## src/rtl/alu8_pkg.sv

```systemverilog
package alu8_pkg;

    localparam int OPW = 4;

    typedef enum logic [OPW-1:0] {
        OP_ADD  = 4'd0,
        OP_ADC  = 4'd1,
        OP_SUB  = 4'd2,
        OP_CMP  = 4'd3,
        OP_AND  = 4'd4,
        OP_OR   = 4'd5,
        OP_XOR  = 4'd6,
        OP_LOAD = 4'd7,
        OP_MOVE = 4'd8,
        OP_LSL  = 4'd9,
        OP_LSR  = 4'd10,
        OP_ROL  = 4'd11,
        OP_ROR  = 4'd12,
        OP_SEC  = 4'd13,
        OP_CLC  = 4'd14,
        OP_BTST = 4'd15
    } op_e;

    typedef enum logic [1:0] {LG_AND, LG_OR, LG_XOR, LG_PASS} logic_sel_e;
    typedef enum logic [1:0] {SH_LSL, SH_LSR, SH_ROL, SH_ROR} shift_sel_e;
    typedef enum logic [2:0] {RS_ARITH, RS_LOGIC, RS_SHIFT, RS_ACC, RS_MEM} res_src_e;
    typedef enum logic [2:0] {CS_KEEP, CS_ARITH, CS_SHIFT, CS_ONE, CS_ZERO, CS_BIT} c_src_e;

    typedef struct packed {
        res_src_e   res_src;
        logic       sub;
        logic       use_cin;
        logic_sel_e lsel;
        shift_sel_e ssel;
        logic       z_upd;
        c_src_e     c_src;
        logic       wr;
    } ctl_t;

endpackage

```

## src/rtl/alu8_decode.sv

```systemverilog
module alu8_decode
    import alu8_pkg::*;
(
    input  op_e  op_i,
    output ctl_t ctl_o
);

    always_comb begin
        ctl_o = '{res_src: RS_ACC, sub: 1'b0, use_cin: 1'b0, lsel: LG_PASS,
                  ssel: SH_LSL, z_upd: 1'b0, c_src: CS_KEEP, wr: 1'b1};
        unique case (op_i)
            OP_ADD: begin
                ctl_o.res_src = RS_ARITH;
                ctl_o.z_upd   = 1'b1;
                ctl_o.c_src   = CS_ARITH;
            end
            OP_ADC: begin
                ctl_o.res_src = RS_ARITH;
                ctl_o.use_cin = 1'b1;
                ctl_o.z_upd   = 1'b1;
                ctl_o.c_src   = CS_ARITH;
            end
            OP_SUB: begin
                ctl_o.res_src = RS_ARITH;
                ctl_o.sub     = 1'b1;
                ctl_o.z_upd   = 1'b1;
                ctl_o.c_src   = CS_ARITH;
            end
            OP_CMP: begin
                ctl_o.res_src = RS_ARITH;
                ctl_o.sub     = 1'b1;
                ctl_o.z_upd   = 1'b1;
                ctl_o.c_src   = CS_ARITH;
                ctl_o.wr      = 1'b0;
            end
            OP_AND: begin
                ctl_o.res_src = RS_LOGIC;
                ctl_o.lsel    = LG_AND;
                ctl_o.z_upd   = 1'b1;
            end
            OP_OR: begin
                ctl_o.res_src = RS_LOGIC;
                ctl_o.lsel    = LG_OR;
                ctl_o.z_upd   = 1'b1;
            end
            OP_XOR: begin
                ctl_o.res_src = RS_LOGIC;
                ctl_o.lsel    = LG_XOR;
                ctl_o.z_upd   = 1'b1;
            end
            OP_LOAD, OP_MOVE: begin
                ctl_o.res_src = RS_LOGIC;
                ctl_o.lsel    = LG_PASS;
                ctl_o.z_upd   = 1'b1;
            end
            OP_LSL: begin
                ctl_o.res_src = RS_SHIFT;
                ctl_o.ssel    = SH_LSL;
                ctl_o.z_upd   = 1'b1;
                ctl_o.c_src   = CS_SHIFT;
            end
            OP_LSR: begin
                ctl_o.res_src = RS_SHIFT;
                ctl_o.ssel    = SH_LSR;
                ctl_o.z_upd   = 1'b1;
                ctl_o.c_src   = CS_SHIFT;
            end
            OP_ROL: begin
                ctl_o.res_src = RS_SHIFT;
                ctl_o.ssel    = SH_ROL;
                ctl_o.z_upd   = 1'b1;
                ctl_o.c_src   = CS_SHIFT;
            end
            OP_ROR: begin
                ctl_o.res_src = RS_SHIFT;
                ctl_o.ssel    = SH_ROR;
                ctl_o.z_upd   = 1'b1;
                ctl_o.c_src   = CS_SHIFT;
            end
            OP_SEC: begin
                ctl_o.c_src   = CS_ONE;
                ctl_o.wr      = 1'b0;
            end
            OP_CLC: begin
                ctl_o.c_src   = CS_ZERO;
                ctl_o.wr      = 1'b0;
            end
            OP_BTST: begin
                ctl_o.res_src = RS_MEM;
                ctl_o.c_src   = CS_BIT;
                ctl_o.wr      = 1'b0;
            end
        endcase
    end

endmodule

```

## src/rtl/alu8_arith.sv

```systemverilog
module alu8_arith #(
    parameter int WIDTH = 8
) (
    input  logic [WIDTH-1:0] a_i,
    input  logic [WIDTH-1:0] b_i,
    input  logic             cin_i,
    input  logic             use_cin_i,
    input  logic             sub_i,
    output logic [WIDTH-1:0] sum_o,
    output logic             cout_o
);

    logic [WIDTH-1:0] b_eff;
    logic [WIDTH:0]   cy;

    assign b_eff = sub_i ? ~b_i : b_i;
    assign cy[0] = sub_i | (use_cin_i & cin_i);

    for (genvar gi = 0; gi < WIDTH; gi++) begin : g_bit
        assign sum_o[gi]  = a_i[gi] ^ b_eff[gi] ^ cy[gi];
        assign cy[gi + 1] = (a_i[gi] & b_eff[gi]) | (cy[gi] & (a_i[gi] ^ b_eff[gi]));
    end

    // borrow is the inverted carry of a + ~b + 1
    assign cout_o = sub_i ? ~cy[WIDTH] : cy[WIDTH];

endmodule

```

## src/rtl/alu8_shift.sv

```systemverilog
module alu8_shift
    import alu8_pkg::*;
#(
    parameter int WIDTH = 8,
    localparam int MSB  = WIDTH - 1
) (
    input  logic [WIDTH-1:0] a_i,
    input  logic             cin_i,
    input  shift_sel_e       mode_i,
    output logic [WIDTH-1:0] res_o,
    output logic             cout_o
);

    always_comb begin
        res_o  = a_i;
        cout_o = 1'b0;
        unique case (mode_i)
            SH_LSL: begin
                res_o  = {a_i[MSB-1:0], 1'b0};
                cout_o = a_i[MSB];
            end
            SH_LSR: begin
                res_o  = {1'b0, a_i[MSB:1]};
                cout_o = a_i[0];
            end
            SH_ROL: begin
                res_o  = {a_i[MSB-1:0], cin_i};
                cout_o = a_i[MSB];
            end
            SH_ROR: begin
                res_o  = {cin_i, a_i[MSB:1]};
                cout_o = a_i[0];
            end
        endcase
    end

endmodule

```

## src/rtl/alu8_flags.sv

```systemverilog
module alu8_flags (
    input  logic clk,
    input  logic rst,
    input  logic en_i,
    input  logic z_upd_i,
    input  logic z_val_i,
    input  logic c_upd_i,
    input  logic c_val_i,
    output logic z_o,
    output logic c_o
);

    always_ff @(posedge clk) begin
        if (rst) begin
            z_o <= 1'b0;
            c_o <= 1'b0;
        end else if (en_i) begin
            if (z_upd_i) z_o <= z_val_i;
            if (c_upd_i) c_o <= c_val_i;
        end
    end

endmodule

```

## src/rtl/alu8_core.sv

```systemverilog
module alu8_core
    import alu8_pkg::*;
#(
    parameter int WIDTH = 8,
    localparam int SELW = $clog2(WIDTH)
) (
    input  logic             clk,
    input  logic             rst,
    input  logic             flag_en,
    input  logic [OPW-1:0]   op,
    input  logic [WIDTH-1:0] acc_in,
    input  logic [WIDTH-1:0] mem_in,
    input  logic [SELW-1:0]  bit_sel,
    output logic [WIDTH-1:0] result,
    output logic             wr_en,
    output logic             z_flag,
    output logic             c_flag
);

    ctl_t             ctl;
    logic [WIDTH-1:0] ar_res, lg_res, sh_res;
    logic             ar_c, sh_c, c_next;

    alu8_decode u_dec (
        .op_i  (op_e'(op)),
        .ctl_o (ctl)
    );

    alu8_arith #(.WIDTH(WIDTH)) u_arith (
        .a_i       (acc_in),
        .b_i       (mem_in),
        .cin_i     (c_flag),
        .use_cin_i (ctl.use_cin),
        .sub_i     (ctl.sub),
        .sum_o     (ar_res),
        .cout_o    (ar_c)
    );

    alu8_shift #(.WIDTH(WIDTH)) u_shift (
        .a_i    (acc_in),
        .cin_i  (c_flag),
        .mode_i (ctl.ssel),
        .res_o  (sh_res),
        .cout_o (sh_c)
    );

    always_comb begin
        unique case (ctl.lsel)
            LG_AND:  lg_res = acc_in & mem_in;
            LG_OR:   lg_res = acc_in | mem_in;
            LG_XOR:  lg_res = acc_in ^ mem_in;
            LG_PASS: lg_res = mem_in;
        endcase
    end

    always_comb begin
        result = acc_in;
        unique case (ctl.res_src)
            RS_ARITH: result = ar_res;
            RS_LOGIC: result = lg_res;
            RS_SHIFT: result = sh_res;
            RS_ACC:   result = acc_in;
            RS_MEM:   result = mem_in;
            default:  result = acc_in;
        endcase
    end

    always_comb begin
        c_next = c_flag;
        unique case (ctl.c_src)
            CS_KEEP:  c_next = c_flag;
            CS_ARITH: c_next = ar_c;
            CS_SHIFT: c_next = sh_c;
            CS_ONE:   c_next = 1'b1;
            CS_ZERO:  c_next = 1'b0;
            CS_BIT:   c_next = mem_in[bit_sel];
            default:  c_next = c_flag;
        endcase
    end

    assign wr_en = ctl.wr;

    alu8_flags u_flags (
        .clk     (clk),
        .rst     (rst),
        .en_i    (flag_en),
        .z_upd_i (ctl.z_upd),
        .z_val_i (result == '0),
        .c_upd_i (ctl.c_src != CS_KEEP),
        .c_val_i (c_next),
        .z_o     (z_flag),
        .c_o     (c_flag)
    );

endmodule

```

## config.mk

```make
export PLATFORM = sky130hd
export DESIGN_NAME = alu8_core
export DESIGN_NICKNAME = d
export VERILOG_FILES = /design/src/rtl/alu8_pkg.sv /design/src/rtl/alu8_decode.sv /design/src/rtl/alu8_arith.sv /design/src/rtl/alu8_shift.sv /design/src/rtl/alu8_flags.sv /design/src/rtl/alu8_core.sv
export SDC_FILE = /design/constraint.sdc
export NUM_CORES = 1
export LEC_CHECK = 0
export ABC_CLOCK_PERIOD_IN_PS = 10000
export BUFFER_PORTS_ARGS = -buffer_cell sky130_fd_sc_hd__buf_2
export CAP_MARGIN = 20
export CORE_MARGIN = 2
export CORE_UTILIZATION = 61
export DETAILED_ROUTE_END_ITERATION = 6
export PLACE_DENSITY_LB_ADDON = 0.15
export SYNTH_ARGS = -nofsm -noshare
export SYNTH_HDL_FRONTEND = slang
export SYNTH_HIERARCHICAL = 1
export SYNTH_SLANG_ARGS = --single-unit
```

## constraint.sdc

```tcl
create_clock -name clk -period 10 [get_ports clk]
set_input_delay 1.5 -clock clk [delete_from_list [all_inputs] [get_ports clk]]
set_output_delay 1.5 -clock clk [all_outputs]
set_load 0.05 [all_outputs]
```

# [Word level (Yosys, flattened, before mapping)]
# Index checks and enable logic that the tools add are counted.
[totals] elab_cells=113 inputBits=26 regBits=2
[op_classes] magnitude_cmp=1 reduce_logical=17 n_eq_ne=29 muxes=17 bitwise_logic=47
[op_table] cell="8-bit one-hot mux with 4 select lines" count=3
[op_table] cell="4-bit equality test (second input constant)" count=8
[op_table] cell="1-bit bitwise AND" count=17
[op_table] cell="4-bit by 3-bit equality test with 1-bit output (second input constant)" count=4
[op_table] cell="1-bit bitwise XOR" count=16
[op_table] cell="3-bit one-hot mux with 5 select lines" count=1
[op_table] cell="13-bit OR reduction" count=1
[op_table] cell="2-bit one-hot mux with 3 select lines" count=2
[op_table] cell="3-bit one-hot mux with 4 select lines" count=1
[op_table] cell="4-bit OR reduction" count=3
[op_table] cell="3-bit by 2-bit equality test with 1-bit output (second input constant)" count=3
[op_table] cell="3-bit equality test (second input constant)" count=3
[op_table] cell="1-bit OR" count=9
[op_table] cell="8-bit bitwise AND" count=1
[op_table] cell="2-bit equality test (second input constant)" count=4
[op_table] cell="4-bit by 2-bit equality test with 1-bit output (second input constant)" count=2
[op_table] cell="8-bit zero test" count=1
[op_table] cell="8-bit 2-to-1 mux" count=1
[op_table] cell="8-bit inverter" count=1
[op_table] cell="8-bit OR" count=1
[op_table] cell="8-bit bitwise XOR" count=1
[op_table] cell="3-bit by 1-bit equality test with 1-bit output (second input constant)" count=2
[op_table] cell="1-bit 2-to-1 mux" count=6
[op_table] cell="2-bit OR reduction" count=3
[op_table] cell="other kinds (15)" count=17

# [Logic depth before layout (Yosys ltp)]
# Gate-level depths: netlist of run 1.
[logic_depth] depth_word=24 depth_mapped=22

# [Modules after synthesis]
# The synthesis of run 1 kept the hierarchy.
[by_module_without_submodules] module="alu8_core" cells_each=137 seq_area_each_um2=0.0 n_inst=1 area_per_inst_um2=1072.3
[by_module_without_submodules] module="alu8_arith" cells_each=33 seq_area_each_um2=0.0 n_inst=1 area_per_inst_um2=311.5
[by_module_without_submodules] module="alu8_decode" cells_each=32 seq_area_each_um2=0.0 n_inst=1 area_per_inst_um2=215.2
[by_module_without_submodules] module="alu8_shift" cells_each=14 seq_area_each_um2=0.0 n_inst=1 area_per_inst_um2=138.9
[by_module_without_submodules] module="alu8_flags" cells_each=8 seq_area_each_um2=40.0 n_inst=1 area_per_inst_um2=83.8

# [Worst setup path after synthesis of run 1]
# Ideal clock, no wire load.
[synth_path] kind="in2out" from="input port op[2]" to="output port result[7]" t_required_ns=8.500 path_slack_ns=2.566 cell_stages=18 arrival_ns=5.934 path_cell_list="buf_6 > buf_6 > nor3_1 > buf_6 > xor2_1 > fa_1 > inv_1 > fa_1 > fa_1 > fa_1 > fa_1 > fa_1 > fa_1 > inv_1 > fa_1 > nand2b_1 > a211oi_1 > o32a_1"
[synth_rtl] item="start, declared" line="alu8_core.sv:10" rtl="input logic [OPW-1:0] op,"
[synth_rtl] item="end, declared" line="alu8_core.sv:14" rtl="output logic [WIDTH-1:0] result,"

==> impl_metrics.tcl, run 1 <==
set metrics [dict create \
    status "finished with violations" \
    violations "DRC" \
    cts_buffers 3 \
    cts.repair.resized 0 \
    grt_pass1_vias 1442 \
    layout_common_cells "inv_1, buf_2, nor2_1" \
    holdWs_ps 580 \
    port_buffers 36 \
    cts_tree "built" \
    synth_edf_count 0 \
    rsz0062_at_grt "no" \
    yosys.area_share.simple 0.253 \
    cts.clk_slew.worst_paths_ps 30 \
    start_util 0.649 \
    tns_ps 0 \
    slew_viol_final 0 \
    synth_top_family_by_area "simple AND/OR/NAND/NOR gates" \
    ys_seq_elements 2 \
    grt_max_degree 26 \
    worstHoldPathCells 2 \
    place.gp.congestion 0.854 \
    cp.required_ps 8500 \
    p_per_area_nw_per_um2 76.9 \
    endpoint_kind "primary output" \
    clock_latency_ps 220 \
    drc 3 \
    synth_area_sq_um 1820 \
    synthFlopType "dfxtp_1" \
    drive_gt1_frac 0.267 \
    die_height_um 58.7 \
    crit_buf_inv 6 \
    timing.rr.start "u_flags/c_o" \
    crit_start "op[1]" \
    grt_pass1_wl_mm 6.93 \
    hold_viol 0 \
    syn_avg_cell_area_sq_um 8.13 \
    grt.overflow.total 0 \
    finalCritPeriodShare 0.778 \
    synth_cell_type_count 48 \
    arrival_ps 6280 \
    num-nets-final 303 \
    syn-num-nets 274 \
    synth_fa_ha_area_frac 0.198 \
    vias 1631 \
    die_area_sq_um 3440 \
    ys_seq_area_frac 0.0220 \
    synth_compound_area_frac 0.203 \
    synth_xor_area_frac 0.0481 \
    syn2layout_area_growth_pct 8.04 \
    worstSetupStartpointType "primary input" \
    die_x_um 58.7 \
    setup_viol 0 \
    cts_hold_buf 0 \
    fin_skew_ps 1.02 \
    synthCells 224 \
    place_inst 279 \
    crit_family "adder cells" \
    rows 19 \
    ir_drop_mv 0.0687 \
    routed_wirelength_mm 4.22 \
    drt_first_pass_iters 6 \
    hold_path_class "reg -> reg" \
    slew_headroom 0.271 \
    final-instance-count-excl-fill 282 \
    track_usage 0.259 \
    p_leak_nw 0.952 \
    io_pins 37 \
    drt-initial-drc-count 81 \
    yosysTopAreaCell "ha_1" \
    avgRoutedWirePerCell_um 14.9 \
    cp_cell_sequence "buf_2 -> inv_1 -> nor3_1 -> buf_4 -> xor2_1 -> fa_1 -> inv_1 -> fa_1 -> fa_1 -> fa_1 -> fa_1 -> fa_1 -> fa_1 -> inv_1 -> fa_1 -> nand2b_1 -> a211oi_1 -> o32a_1 -> buf_2" \
    r2r_cells 18 \
    diodes 0 \
    final.min_clock_period_ps 7780 \
    place_hpwl_mm 3.31 \
    crit_top_cell "fa_1" \
    synth_top_cells_by_area "ha_1, fa_1, inv_1" \
    worstSetupPathDepth 19 \
    ant_nets 0 \
    worstMarginPinSlew_ps 1090 \
    worst-r2r-setup-slack_ps 4890 \
    cts_setup_buffers 0 \
    endpoint "result[7]" \
    clockBufferDepth 2 \
    drv_cap 0 \
    netlist.area_leader.share 0.110 \
    cts_sinks 2 \
    vias_per_cell 5.78 \
    async_flop_share 0 \
    fmax_mhz 128 \
    synthMuxAreaShare 0.130 \
    yosysWarnings 6 \
    coreArea_sq_um 2810 \
    reg2reg_to "u_flags/z_o" \
    fill_cells 255 \
    cts_htree_levels 1 \
    path_class "in -> out" \
    cp_slowest_cell "fa_1" \
    worst_path_largest_cell_delay_ps 410 \
    antenna_found_initial 0 \
    path_max_fanout 10 \
    cts-root-buf "clkbuf_4" \
]
-- worst min-delay path by stage --
| stage | start | to | slack [ps] |
|---|---|---|---|
| 6_report | u_flags/z_o | u_flags/z_o | 580 |
| 3_3_place_gp | u_flags/z_o | u_flags/z_o | 570 |
| 2_1_floorplan | u_flags/z_o | u_flags/z_o | 810 |
| 4_1_cts | u_flags/z_o | u_flags/z_o | 580 |
| 5_1_grt | u_flags/z_o | u_flags/z_o | 600 |
| 3_5_place_dp | u_flags/z_o | u_flags/z_o | 580 |
-- Yosys cell counts, types with 2 or more instances --
master	instances
nor2b_1	6
o22a_1	4
buf_6	8
nor2_1	17
o21ai_0	9
xor2_1	3
mux4_2	2
nand3b_1	2
or3_1	3
nor3_1	2
mux2_4	6
buf_2	3
o32a_1	5
nor4b_2	9
o21a_1	2
xnor2_1	7
fa_1	8
buf_4	2
clkbuf_1	2
mux2i_1	9
a21oi_1	10
nand3_1	5
dfxtp_1	2
nand2_1	6
a211oi_1	11
a21bo_1	2
inv_1	36
ha_1	16
nand2b_1	7
nor4b_1	2
-- worst register-to-register path: cells and delay by family, from the launching register on --
family                   cells  cell delay [ps]
AND/OR/NAND/NOR              4              810
AO/OA/AOI/OAI                4              800
flip-flops                   1              420
buffers and inverters        2              130
adder cells (fa/ha/maj)      8             2910
-- flip-flops by register name (all words and copies together), names as in the netlist --
name         cells
u_flags/z_o      1
u_flags/c_o      1
-- where the power goes --
part           leakage (nW)  switching (mW)  internal, mW
sequential           0.0162        0.000437       0.00832
clock                0.0138         0.00410        0.0132
combinational         0.922          0.0798        0.0455
-- layer usage --
metal,share of wire,GRT usage
met5,0,0
met4,0.0076,0.0584
met3,0.033,0.0242
met2,0.47,0.416
met1,0.49,0.378
-- final cells by class --
type | count | area (sq um) | area share
clock buffer | 3 | 22.5 | 0.0114
inverter | 36 | 135 | 0.0687
tap | 31 | 38.8 | 0.0197
sequential | 2 | 40.0 | 0.0203
multi-input combinational | 170 | 1520 | 0.773
timing repair buffer | 40 | 210 | 0.107
-- cells by family after synthesis --
logic type / count (synthesis)
multiplexers: 18
flip-flops: 2
XOR/XNOR: 10
adder cells (fa/ha/maj): 24
buffers and inverters: 52
AND/OR/NAND/NOR: 66
AO/OA/AOI/OAI: 52
-- metrics by stage --
| step | area, sq um | setup WS [ps] | power (mW) | util |
|---|---|---|---|---|
| 6_report | 1970 | 2220 | 0.151 | 0.702 |
| 5_1_grt | 1970 | 1980 | 0.163 | 0.702 |
| 4_1_cts | 1970 | 2240 | 0.152 | 0.702 |
| 3_5_place_dp | 1950 | 2260 | 0.133 | 0.694 |
| 3_3_place_gp | 1950 | 2350 | 0.131 | 0.694 |
| 2_1_floorplan | 1820 | 2570 | 0.106 | - |
Note: power is estimated with default switching activity, not from simulation.
==> inputs of run 2 (changes only) <==
Settings changed: ABC_CLOCK_PERIOD_IN_PS 10000 to 8000, CORE_UTILIZATION 61 to 57.
Clock period 10 ns to 8 ns, I/O delays scaled along.
==> impl_metrics.tcl, run 2 (same netlist as run 1, synthesis figures left out) <==
set metrics [dict create \
    hold_path_class "reg -> reg" \
    drt-initial-drc-count 53 \
    rows 20 \
    p_sw_frac 0.557 \
    track_usage 0.250 \
    fill_cells 314 \
    p_per_area_nw_per_um2 95.2 \
    die_x_um 60.5 \
    clockBufferDepth 2 \
    fin_skew_ps 2.01 \
    arrival_ps 5980 \
    switchingPower_mw 0.105 \
    p_clk_frac 0.114 \
    place_hpwl_mm 3.35 \
    grt_max_degree 26 \
    ant_nets 0 \
    fmax_mhz 139 \
    finalCritPeriodShare 0.897 \
    pwr-share-comb 0.828 \
    die_height_um 60.5 \
    vias 1644 \
    cts-root-buf "clkbuf_4" \
    cts_hold_buf 0 \
    io_pins 37 \
    antenna_found_initial 0 \
    worstSetupStartpointType "primary input" \
    endpoint_kind "primary output" \
    die_area_sq_um 3660 \
    path_class "in -> out" \
    port_buffers 36 \
    top_regs "u_flags/c_o x1, u_flags/z_o x1" \
    post-route-cell-area_sq_um 1980 \
    drv_cap 0 \
    slew_viol_final 0 \
    grt_pass1_vias 1459 \
    cp_cell_sequence "buf_2 -> inv_1 -> nor3_1 -> buf_4 -> xor2_1 -> fa_1 -> inv_1 -> fa_1 -> fa_1 -> fa_1 -> fa_1 -> fa_1 -> fa_1 -> inv_1 -> fa_1 -> nand2b_1 -> a211oi_1 -> o32a_1 -> buf_2" \
    drive_gt1_frac 0.267 \
    layout_common_cells "inv_1, buf_2, nor2_1" \
    crit_buf_inv 6 \
    cp_slowest_cell "o32a_1" \
    hold_viol 0 \
    cp.required_ps 6800 \
    cts_buffers 3 \
    drc 0 \
    clock_latency_ps 220 \
    setup_viol 0 \
    routed_wirelength_mm 4.26 \
    drt_first_pass_iters 4 \
    crit_top_cell "fa_1" \
    cts_htree_levels 1 \
    coreArea_sq_um 3050 \
    grt.busiest_layer "met2" \
    cts_setup_buffers 0 \
    cts.repair.resized 0 \
    rsz0062_at_grt "no" \
    grt.met1_usage 0.357 \
    final.min_clock_period_ps 7180 \
    p_leak_nw 0.952 \
    worst_path_largest_cell_delay_ps 410 \
    vias_per_cell 5.57 \
    use_met2 0.430 \
    total_power_mw 0.189 \
    diodes 0 \
    grtUsageMet3 0.0235 \
    worst_slack_ps 823 \
    avgRoutedWirePerCell_um 14.4 \
    grt_pass1_wl_mm 6.94 \
    grt.overflow.total 0 \
    place.gp.congestion 0.826 \
    tns_ps 0 \
    cts.clk_slew.worst_paths_ps 30 \
    num-nets-final 303 \
    cts_tree "built" \
    worstMarginPinSlew_ps 1070 \
    syn2layout_area_growth_pct 8.93 \
    start_util 0.597 \
    status "finished clean" \
    slew_headroom 0.287 \
    cts_sinks 2 \
    crit_family "adder cells" \
    post-place-ws_ps 862 \
    seq_power_share 0.058 \
    holdWs_ps 577 \
    path_max_fanout 10 \
    ir_drop_mv 0.0704 \
    intPower_mw 0.0837 \
    place_area_sq_um 1950 \
]
## run 2: cell counts in the layout (fill, tap and decap cells not counted)
Identical to the previous run, type by type.
## run 2: worst paths after layout
path / from / to / slack [ps] / cells after the start
max: op[1] / result[7] / 820 / 19
min: u_flags/z_o / u_flags/z_o / 580 / 2
max reg2reg: u_flags/c_o / u_flags/z_o / 2930 / 18
min reg2reg: u_flags/z_o / u_flags/z_o / 580 / 2
## run 2: final cells by class
cell class | count | area, sq um | share of cell area
well taps | 44 | 55.1 | 0.0277
inverters | 36 | 135 | 0.0681
flip-flops and latches | 2 | 40.0 | 0.0202
clock buffers | 3 | 22.5 | 0.0113
repair buffers | 40 | 210 | 0.106
multi-input cells | 170 | 1520 | 0.767
## run 2: worst min-delay path, stage by stage (launching register included)
cell and delay [ps]:
dfxtp_1 290, a21bo_1 180, a21oi_2 50
## run 2: per-layer routing
metal,part of all wire,routed length [um]
met1,0.49,2090
met4,0,0
met5,0,0
met3,0.038,160
met2,0.47,2010
## run 2: power groups by stage
stage	clock network, mW	logic [mW]	registers [mW]
CTS	0.0228	0.156	0.0110
global placement	0	0.153	0.0111
floorplan	0	0.120	0.0121
finish	0.0215	0.156	0.0110
detailed placement	0	0.156	0.0111
global route	0.0238	0.172	0.0110
## run 2: stage by stage
stage	std cells	utilization
3_3_place_gp	291	0.640
4_1_cts	294	0.648
5_1_grt	295	0.650
3_5_place_dp	291	0.640
6_report	295	0.650
2_1_floorplan	224	-
==> inputs of run 3 (changes only) <==
Settings changed: BUFFER_PORTS_ARGS -buffer_cell sky130_fd_sc_hd__buf_2 to unset, CORE_UTILIZATION 57 to 65, DONT_BUFFER_PORTS set to 1.
==> impl_metrics.tcl, run 3 (same netlist as run 1, synthesis figures left out) <==
set metrics [dict create \
    arrival_ps 5720 \
    slew_headroom 0.284 \
    fill_cells 244 \
    vias 1569 \
    coreArea_sq_um 2710 \
    cts_tree "built" \
    num-nets-final 271 \
    antenna_found_initial 0 \
    die_height_um 56.9 \
    layout_common_cells "inv_1, nor2_1, ha_1" \
    cts.repair.resized 0 \
    fmax_mhz 144 \
    finalCritPeriodShare 0.865 \
    cts_hold_buf 0 \
    avgRoutedWirePerCell_um 17.2 \
    io_pins 37 \
    die_area_sq_um 3240 \
    rsz0062_at_grt "no" \
    path_max_fanout 10 \
    worstSetupStartpointType "primary input" \
    clockBufferDepth 2 \
    p_leak_nw 0.824 \
    r2r_cells 18 \
    cts_htree_levels 1 \
    worstMarginPinSlew_ps 1070 \
    setup_viol 0 \
    vias_per_cell 6.28 \
    cp.required_ps 6800 \
    cts_buffers 3 \
    rows 19 \
    routed_wirelength_mm 4.30 \
    grt_pass1_vias 1517 \
    cts.clk_slew.worst_paths_ps 30 \
    final_common_cell "inv_1" \
    drt-initial-drc-count 63 \
    endpoint_kind "primary output" \
    cts_setup_buffers 0 \
    worstHoldPathCells 2 \
    ant_nets 0 \
    drive_gt1_frac 0.155 \
    clock_latency_ps 220 \
    cts_sinks 2 \
    drv_cap 0 \
    ir_drop_mv 0.118 \
    drc 0 \
    path_class "in -> out" \
    holdWs_ps 839 \
    top_regs "u_flags/c_o x1, u_flags/z_o x1" \
    fin_skew_ps 3.99 \
    start_util 0.672 \
    place_inst 246 \
    p_per_area_nw_per_um2 93.4 \
    place.gp.congestion 0.861 \
    grt_pass1_wl_mm 6.99 \
    diodes 0 \
    drt_first_pass_iters 4 \
    hold_viol 0 \
    port_buffers 0 \
    grt_max_degree 26 \
    slew_viol_final 0 \
    syn2layout_area_growth_pct -0.412 \
    final-instance-count-excl-fill 250 \
    hold_path_class "reg -> reg" \
    final.min_clock_period_ps 6920 \
    grt.overflow.total 0 \
    cts-root-buf "clkbuf_4" \
    place_hpwl_mm 3.41 \
    die_x_um 56.9 \
    tns_ps 0 \
    status "finished clean" \
    track_usage 0.268 \
    post-route-util 0.669 \
]
run 3: final timing paths:
| check | startpoint | to | slack (ps) |
|---|---|---|---|
| max | op[1] | result[7] | 1080 |
| min | u_flags/z_o | u_flags/z_o | 840 |
| max reg2reg | u_flags/c_o | u_flags/z_o | 2300 |
| min reg2reg | u_flags/z_o | u_flags/z_o | 840 |
run 3: per-layer routing:
layer,vias up,part of all wire,GRT usage
met5,-,0,0
met4,0,0,0.0399
met3,0,0.072,0.0363
met2,51,0.48,0.470
met1,745,0.45,0.361
li1,773,-,-
run 3: metrics by stage:
step | total power, mW | setup slack [ps] | instance area, sq um
after detailed placement | 0.147 | 1100 | 1780
after global routing | 0.184 | 888 | 1810
final | 0.169 | 1080 | 1810
after CTS | 0.170 | 1100 | 1810
after floorplan | 0.132 | 1170 | 1820
after global placement | 0.142 | 1190 | 1770
run 3: layout make-up:
cell class	count	area, sq um	area share
flip-flops and latches	2	40.0	0.0221
multi-input cells	170	1520	0.839
well taps	31	38.8	0.0214
inverters	36	135	0.0745
repair buffers	8	56.3	0.0310
clock buffers	3	22.5	0.0124
run 3: power by group:
part	switching [mW]	internal [mW]
Combinational	0.0845	0.0511
Sequential	0.00182	0.0104
Clock	0.00508	0.0165
run 3: worst max-delay path, cell delays in order:
cell,delay (ps)
inv_1,60
nor3_1,200
buf_4,230
xor2_1,220
fa_1,220
inv_1,60
fa_1,380
fa_1,390
fa_1,390
fa_1,400
fa_1,400
fa_1,360
inv_1,80
fa_1,400
nand2b_1,80
a211oi_1,80
o32a_1,590
